## config.mk

```make
export PLATFORM = sky130hd
export DESIGN_NAME = dpd_entry_seq
export DESIGN_NICKNAME = d
export VERILOG_FILES = /design/src/rtl/dpd_pkg.sv /design/src/rtl/dpd_idle_gate.sv /design/src/rtl/dpd_bank_pick.sv /design/src/rtl/dpd_ref_tracker.sv /design/src/rtl/dpd_entry_seq.sv
export SDC_FILE = /design/constraint.sdc
export NUM_CORES = 1
export LEC_CHECK = 0
export BUFFER_PORTS_ARGS = -buffer_cell sky130_fd_sc_hd__buf_2
export CORE_MARGIN = 1
export CORE_UTILIZATION = 28
export CTS_BUF_LIST = sky130_fd_sc_hd__clkbuf_16
export CTS_CLUSTER_SIZE = 14
export DETAILED_ROUTE_END_ITERATION = 12
export HOLD_SLACK_MARGIN = 0.03
export SYNTH_ARGS = -nofsm -noshare
export SYNTH_HDL_FRONTEND = slang
export SYNTH_HIERARCHICAL = 1
export SYNTH_SLANG_ARGS = --single-unit
```

## constraint.sdc

```tcl
create_clock -name clk -period 3.3 [get_ports clk]
set_input_delay 0.165 -clock clk [delete_from_list [all_inputs] [get_ports clk]]
set_output_delay 0.165 -clock clk [all_outputs]
set_load 0.1 [all_outputs]
```

## src/rtl/dpd_pkg.sv

```systemverilog
package dpd_pkg;
  typedef enum logic [2:0] {
    S_IDLE, S_REF, S_PRE, S_TRP, S_ABORT, S_DFI_DLY, S_DFI_REQ, S_DPD
  } seq_state_e;

  typedef enum logic [1:0] {
    CK_REF_AB = 2'd0,
    CK_REF_PB = 2'd1,
    CK_PRE    = 2'd2,
    CK_DPD    = 2'd3
  } cmd_kind_e;

  localparam logic [1:0] ST_IDLE  = 2'd0;
  localparam logic [1:0] ST_ENTER = 2'd1;
  localparam logic [1:0] ST_ABORT = 2'd2;
  localparam logic [1:0] ST_DPD   = 2'd3;
  localparam logic [2:0] CA_DPD   = 3'b011;
endpackage

```

## src/rtl/dpd_idle_gate.sv

```systemverilog
module dpd_idle_gate #(
  parameter int IDLE_W = 8
) (
  input  logic              clk,
  input  logic              rst,
  input  logic              clear,
  input  logic [IDLE_W-1:0] idle_x32,
  output logic              idle_ok
);
  localparam int CNT_W = IDLE_W + 5;

  logic [CNT_W-1:0] cnt;
  logic [CNT_W-1:0] target;

  assign target  = {idle_x32, 5'b00000};
  assign idle_ok = (cnt >= target);

  always_ff @(posedge clk) begin
    if (rst) cnt <= '0;
    else if (clear) cnt <= '0;
    else if (cnt < target) cnt <= cnt + 1'b1;
  end
endmodule

```

## src/rtl/dpd_bank_pick.sv

```systemverilog
module dpd_bank_pick #(
  parameter int NUM_BANKS = 8,
  parameter int BANK_W    = 3
) (
  input  logic [NUM_BANKS-1:0] vec,
  output logic                 any,
  output logic [BANK_W-1:0]    idx
);
  always_comb begin
    any = |vec;
    idx = '0;
    for (int i = NUM_BANKS - 1; i >= 0; i--) begin
      if (vec[i]) idx = BANK_W'(i);
    end
  end
endmodule

```

## src/rtl/dpd_ref_tracker.sv

```systemverilog
module dpd_ref_tracker #(
  parameter int T_RFC   = 4,
  parameter int PB_REFS = 8,
  parameter int BANK_W  = 3
) (
  input  logic              clk,
  input  logic              rst,
  input  logic              sr_exit_pulse,
  input  logic              load,
  input  logic              per_bank,
  input  logic              run,
  output logic              pending,
  output logic              issue,
  output logic              done,
  output logic [BANK_W-1:0] pb_idx
);
  localparam int LW = $clog2(PB_REFS + 1);
  localparam int GW = $clog2(T_RFC + 1);

  logic [LW-1:0]     left;
  logic [GW-1:0]     gap;
  logic [BANK_W-1:0] cnt;

  assign issue  = run && (gap == '0) && (left != '0);
  assign done   = run && (gap == '0) && (left == '0);
  assign pb_idx = cnt;

  always_ff @(posedge clk) begin
    if (rst) begin
      pending <= 1'b0;
      left    <= '0;
      gap     <= '0;
      cnt     <= '0;
    end else begin
      if (sr_exit_pulse) pending <= 1'b1;
      else if (done)     pending <= 1'b0;

      if (load) begin
        left <= per_bank ? LW'(PB_REFS) : LW'(1);
        gap  <= '0;
        cnt  <= '0;
      end else if (run) begin
        if (gap != '0) begin
          gap <= gap - 1'b1;
        end else if (left != '0) begin
          left <= left - 1'b1;
          gap  <= GW'(T_RFC);
          cnt  <= cnt + 1'b1;
        end
      end
    end
  end
endmodule

```

## src/rtl/dpd_entry_seq.sv

```systemverilog
module dpd_entry_seq
  import dpd_pkg::*;
#(
  parameter int NUM_BANKS = 8,
  parameter int NUM_RANKS = 2,
  parameter int ACT_W     = 4,
  parameter int IDLE_W    = 8,
  parameter int TW        = 8,
  parameter int WAKE_W    = 4,
  parameter int T_RFC     = 4,
  parameter int PB_REFS   = 8
) (
  input  logic                       clk,
  input  logic                       rst,
  input  logic                       dpd_en,
  input  logic                       sr_en,
  input  logic                       sr_sw,
  input  logic                       per_bank_ref,
  input  logic                       sr_exit_pulse,
  input  logic                       hwlp_en,
  input  logic                       hwlp_sr_done,
  input  logic                       act_gate_en,
  input  logic [ACT_W-1:0]           activity,
  input  logic                       req_valid,
  input  logic [NUM_BANKS-1:0]       open_banks,
  input  logic [IDLE_W-1:0]          idle_x32,
  input  logic [TW-1:0]              trp_cyc,
  input  logic [TW-1:0]              t_ctrl_delay,
  input  logic [TW-1:0]              t_ckdpde,
  input  logic [TW-1:0]              dfi_timeout,
  input  logic                       dfi_lp_dpd_en,
  input  logic [WAKE_W-1:0]          dfi_wakeup_cfg,
  input  logic                       dfi_lp_ack,
  output logic                       cmd_valid,
  output logic [1:0]                 cmd_kind,
  output logic [$clog2(NUM_BANKS)-1:0] cmd_bank,
  output logic                       cmd_cke,
  output logic [NUM_RANKS-1:0]       cmd_cs_n,
  output logic [2:0]                 cmd_ca,
  output logic                       dfi_lp_req,
  output logic [WAKE_W-1:0]          dfi_lp_wakeup,
  output logic [1:0]                 status
);
  localparam int BANK_W = $clog2(NUM_BANKS);
  localparam int DW     = TW + 1;

  seq_state_e state, state_nx;
  logic              idle_ok, cond_ok, abort_hit, go;
  logic [NUM_BANKS-1:0] done_mask, pend_banks;
  logic              pick_any;
  logic [BANK_W-1:0] pick_idx;
  logic              ref_pending, ref_issue, ref_done;
  logic [BANK_W-1:0] ref_idx;
  logic [TW-1:0]     trp_cnt, tmo_cnt;
  logic [DW-1:0]     dly_cnt, delay_sum;
  logic              iss_v;
  cmd_kind_e         iss_k;
  logic [BANK_W-1:0] iss_b;

  dpd_idle_gate #(.IDLE_W(IDLE_W)) u_idle (
    .clk(clk), .rst(rst),
    .clear(req_valid || (state != S_IDLE)),
    .idle_x32(idle_x32), .idle_ok(idle_ok)
  );

  assign pend_banks = open_banks & ~done_mask;

  dpd_bank_pick #(.NUM_BANKS(NUM_BANKS), .BANK_W(BANK_W)) u_pick (
    .vec(pend_banks), .any(pick_any), .idx(pick_idx)
  );

  dpd_ref_tracker #(.T_RFC(T_RFC), .PB_REFS(PB_REFS), .BANK_W(BANK_W)) u_ref (
    .clk(clk), .rst(rst), .sr_exit_pulse(sr_exit_pulse), .load(go),
    .per_bank(per_bank_ref), .run((state == S_REF) && !abort_hit),
    .pending(ref_pending), .issue(ref_issue), .done(ref_done), .pb_idx(ref_idx)
  );

  assign cond_ok = dpd_en && !sr_en && !sr_sw && !req_valid && idle_ok &&
                   (!hwlp_en || hwlp_sr_done) &&
                   (!act_gate_en || (activity == '0));
  assign abort_hit = req_valid || !dpd_en;
  assign delay_sum = {1'b0, t_ctrl_delay} + {1'b0, t_ckdpde};

  always_comb begin
    state_nx = state;
    go       = 1'b0;
    iss_v    = 1'b0;
    iss_k    = CK_REF_AB;
    iss_b    = '0;
    case (state)
      S_IDLE: if (cond_ok) begin
        go       = 1'b1;
        state_nx = ref_pending ? S_REF : S_PRE;
      end
      S_REF: begin
        if (abort_hit) state_nx = S_ABORT;
        else if (ref_issue) begin
          iss_v = 1'b1;
          iss_k = per_bank_ref ? CK_REF_PB : CK_REF_AB;
          iss_b = per_bank_ref ? ref_idx : '0;
        end else if (ref_done) state_nx = S_PRE;
      end
      S_PRE: begin
        if (pick_any) begin
          iss_v = 1'b1;
          iss_k = CK_PRE;
          iss_b = pick_idx;
        end else state_nx = S_TRP;
      end
      S_TRP: begin
        if (abort_hit) state_nx = S_ABORT;
        else if (trp_cnt == '0) begin
          iss_v    = 1'b1;
          iss_k    = CK_DPD;
          state_nx = dfi_lp_dpd_en ? S_DFI_DLY : S_DPD;
        end
      end
      S_ABORT:   state_nx = S_IDLE;
      S_DFI_DLY: if (dly_cnt <= DW'(1)) state_nx = S_DFI_REQ;
      S_DFI_REQ: if (dfi_lp_ack || (tmo_cnt <= TW'(1))) state_nx = S_DPD;
      default:   state_nx = S_DPD;
    endcase
  end

  always_comb begin
    case (state)
      S_IDLE:                status = ST_IDLE;
      S_REF, S_PRE, S_TRP:   status = ST_ENTER;
      S_ABORT:               status = ST_ABORT;
      default:               status = ST_DPD;
    endcase
  end

  always_ff @(posedge clk) begin
    if (rst) begin
      state         <= S_IDLE;
      done_mask     <= '0;
      trp_cnt       <= '0;
      dly_cnt       <= '0;
      tmo_cnt       <= '0;
      cmd_valid     <= 1'b0;
      cmd_kind      <= CK_REF_AB;
      cmd_bank      <= '0;
      cmd_cke       <= 1'b1;
      cmd_cs_n      <= '1;
      cmd_ca        <= '0;
      dfi_lp_req    <= 1'b0;
      dfi_lp_wakeup <= '0;
    end else begin
      state     <= state_nx;
      cmd_valid <= iss_v;
      cmd_kind  <= iss_k;
      cmd_bank  <= iss_b;
      cmd_cs_n  <= iss_v ? '0 : '1;
      cmd_ca    <= (iss_v && iss_k == CK_DPD) ? CA_DPD : 3'b000;
      if (iss_v && iss_k == CK_DPD) begin
        cmd_cke <= 1'b0;
        dly_cnt <= delay_sum;
      end
      if (go) done_mask <= '0;
      else if (iss_v && iss_k == CK_PRE) done_mask[iss_b] <= 1'b1;
      case (state)
        S_PRE: if (!pick_any) trp_cnt <= trp_cyc;
        S_TRP: if (!abort_hit && trp_cnt != '0) trp_cnt <= trp_cnt - 1'b1;
        S_DFI_DLY: begin
          if (dly_cnt <= DW'(1)) begin
            dfi_lp_req    <= 1'b1;
            dfi_lp_wakeup <= dfi_wakeup_cfg;
            tmo_cnt       <= dfi_timeout;
          end else dly_cnt <= dly_cnt - 1'b1;
        end
        S_DFI_REQ: begin
          if (state_nx == S_DPD) begin
            dfi_lp_req    <= 1'b0;
            dfi_lp_wakeup <= '0;
          end else tmo_cnt <= tmo_cnt - 1'b1;
        end
        default: ;
      endcase
    end
  end

  // a step from idle to entering needs the enable, cleared self-refresh controls and no request
  a_r1_entry_gate: assert property (@(posedge clk) disable iff (rst)
    (status == ST_ENTER && $past(status) == ST_IDLE) |->
      $past(dpd_en && !sr_en && !sr_sw && !req_valid));

  // back-to-back precharges climb in bank number
  a_r5_pre_ascending: assert property (@(posedge clk) disable iff (rst)
    (cmd_valid && cmd_kind == CK_PRE && $past(cmd_valid && cmd_kind == CK_PRE)) |->
      (cmd_bank > $past(cmd_bank)));

  // an abort only follows an entry attempt
  a_r8_abort_source: assert property (@(posedge clk) disable iff (rst)
    (status == ST_ABORT) |-> ($past(status) == ST_ENTER));

  // once clock enable drops, it never rises again and the state is power-down
  a_r9_cke_hold: assert property (@(posedge clk) disable iff (rst)
    !cmd_cke |=> !cmd_cke);
  a_r9_cke_status: assert property (@(posedge clk) disable iff (rst)
    !cmd_cke |-> (status == ST_DPD));

  // the DFI request appears only inside deep power-down
  a_r10_req_in_dpd: assert property (@(posedge clk) disable iff (rst)
    dfi_lp_req |-> (status == ST_DPD && !cmd_cke));
endmodule

```

==> metrics.md <==
| Metric | Value |
|---|---|
| Largest family of logic cells by synthesized area | simple AND/OR/NAND/NOR gates |
| Clk_skew | about 8.6 ps |
| DRC viols | 0 |
| Setup Buffers After CTS | 0 |
| Final layout net count | about 750 |
| IO Count | 88 |
| Number of global-route vias before repair | ~3900 |
| H-tree Lvls | 3 |
| Via count | around 4400 |
| Reg area | roughly 1500 um2 |
| Sinks on the clock net | 74 |
| Number of max-cap violations | 0 |
| GR Layer Usage met1 | between 10% and 20% |
| CP arrival | 2870 ps |
| GR Util met2 | between 20% and 30% |
| Met3 Track Usage GR | under 10% |
| Layout filler cell count | ~1700 |
| Post-DP HPWL | 8550 um |
| CORE AREA | 16100 um2 |
| Dpl ws | around 730 ps |
| Grt peak-use layer | met2 |
| Most frequent cells in the layout | 86 x buf_2, 74 x dfxtp_1, 60 x nor2_1 |
| Final Critical Period | about 2600 ps |
| Cells along the critical path | or2b_2 > nor3_1 > nand2_1 > nor2_1 > nand2_1 > nor4_4 > a21oi_1 > nor3b_1 > a21oi_1 > nor2_1 |
| DRT antenna net count | 0 |
| Post-synthesis xor/xnor area fraction | 1.13% |
| Fin worst setup slack | about 710 ps |
| CTS Buf Count | 9 |
| Wire per inst | ~13 um |
| Worst-path maximum fanout | 14 |
| Actual slew at the worst max-slew pin | around 850 ps |
| Synthesis-stage register bit count | 74 |
| Worst Path Required | about 3600 ps |
| Final worst path period share | 78.3% |
| Overflow after GRT | 0 |
| Via density | around 5.0 |
| Post-Syn Area per Cell | 8.06 um2 |
| Finished Core Util | between 30% and 40% |
| Number of flops mapped to enable cells by yosys | 0 |
| GRT Total Usage | 14.3% |
| Asr flop ratio synth | 0% |
| Setup violators final | 0 |
| CTS tree | done |
| Clock transition at path regs | approximately 60 ps |
| Crit end category | flip-flop |
| Syn nets | roughly 680 |
| Clk Latency, worst-skew pair | around 350 ps |
| P&R area growth vs syn | 19.5% |
| Clock Path Buffers | 2 |
| Ys Warns | 6 |
| Multiplexer share of the synthesized area | less than 1% |
| Commonest non-fill, non-tap cell in the layout | buf_2 |
| Area of the multi-input gates | ~2900 um2 |
| Post-Synthesis Cells | between 500 and 600 |
| GP Congestion | between 0.8 and 0.9 |
| Initial antenna violation count | 0 |
| Startpoint class of the critical path | flip-flop |
| HP Class | in -> reg |
| Status | completed |
| CTS root buf | clkbuf_16 |
| Drt first pass iters | 5 |
| Synth Area in Simple Gates | between 20% and 30% |
| Die H | about 130 um |
| Num rows | 46 |
| Max IR drop VDD | ~0.00025 V |
| Final hold violations | 0 |
| Post-synthesis compound-gate area fraction | about a quarter |
| CP max stage delay | between 400 and 500 ps |
| Synth Flop Type | dfxtp_1 |
| Adder-cell share of the synthesized area | 7.94% |
| Leak | around 2.3 nW |
| Register area share after synthesis | a little under a third |
| Die area | roughly 17000 um2 |
| Final TNS setup | 0 ps |
| Yosys cell types | 86 |
| Pin count of the biggest net entering global routing | 32 |
| Initial drt markers | 178 |
| Post_cts resized | 0 |
| Share of layout cells above drive strength 1 | between 20% and 30% |
| Die X | 131 um |
| ANT cells | 0 |
| Final Max Tran Viols | 0 |
| PortBufs | 86 |
| Total Wirelength | about 12000 um |
| Slowest cell on crit path | dfxtp_1 |
| Crit Path Category | reg -> reg |
| FMAX | between 0.3 and 0.4 GHz |
| Max_slew headroom | around 43% |
| Post-CTS Hold Buffers | 0 |
| Initial core utilization | between 20% and 30% |
| Mapped cell area | 4670 um2 |
| Unrepaired setup endpoints after global routing | false |
| PwrDens | around 400 nW/um2 |
| Global-route wire length before repair | between 15000 and 20000 um |
critical path, delay by kind of cell, from the launching register on:
family	cells	cell delay (ps)
flops	1	440
simple gates	8	1800
compound gates	2	280
stage by stage:
step | instance area [um2] | cells | power (mW) | hold slack (ps)
floorplan | 4670 | 579 | 1.02 | 234
global placement | 5240 | 859 | 1.08 | 410
detailed placement | 5240 | 859 | 1.08 | 414
CTS | 5580 | 875 | 2.24 | 39.1
global route | 5580 | 875 | 2.29 | 49.9
finish | 5580 | 875 | 2.21 | 54.4
final cells by class:
type                       instances  area share [%]
clock buffer                       9            4.04
clock inverter                     7            2.09
inverter                          36            2.42
multi-input combinational        441            51.5
sequential                        74            26.6
tap                              216            4.85
timing repair buffer              92            8.52
report_power, final:
group,switching (mW),internal [mW]
Sequential,0.00193,0.895
Clock,0.408,0.739
Combinational,0.0876,0.0751
Total,0.497,1.71
Yosys cell counts (all sizes together) (11+ instances only):
cell / number / share of area, %
a21oi: 61 / 6.7
buf: 15 / 2.5
clkbuf: 13 / 1.3
dfxtp: 74 / 32
ha: 28 / 7.5
inv: 36 / 2.9
nand2: 43 / 3.5
nand3: 19 / 2.3
nor2: 61 / 5.1
nor2b: 17 / 2.4
nor3: 11 / 1.4
o21ai: 36 / 3.9
or4: 14 / 2.3
layer usage:
| layer | vias to the layer above | part of all wire (%) |
|---|---|---|
| met5 | - | 0 |
| met4 | 0 | 1.6 |
| met3 | 9 | 4.4 |
| met2 | 89 | 43 |
| met1 | 2002 | 51 |
| li1 | 2268 | - |
cell families (layout without fill, tap and decap cells):
logic type               count (synthesis)  after routing
buffers and inverters                   64            144
other                                    1              1
AND/OR/NAND/NOR                        234            234
flip-flops                              74             74
multiplexers                             2              2
XOR/XNOR                                 6              6
adder cells (fa/ha/maj)                 29             29
AO/OA/AOI/OAI                          169            169
state kept, by name, indices dropped and copies added, names as in the netlist, 2 cells and up:
register / cells
trp_cnt: 8
u_ref/gap: 3
tmo_cnt: 8
state: 3
cmd_bank: 3
cmd_kind: 2
done_mask: 8
u_ref/pb_idx: 3
dly_cnt: 9
dfi_lp_wakeup: 4
u_ref/left: 4
u_idle/cnt: 13
worst paths after layout:
check               startpoint          endpoint  slack, ps  cells past startpoint
max                   state[2]      done_mask[2]        710                     10
min          dfi_wakeup_cfg[3]  dfi_lp_wakeup[3]         50                      3
max reg2reg           state[2]      done_mask[2]        710                     10
min reg2reg            cmd_cke           cmd_cke        450                      1
(Power assumes the default switching activity.)
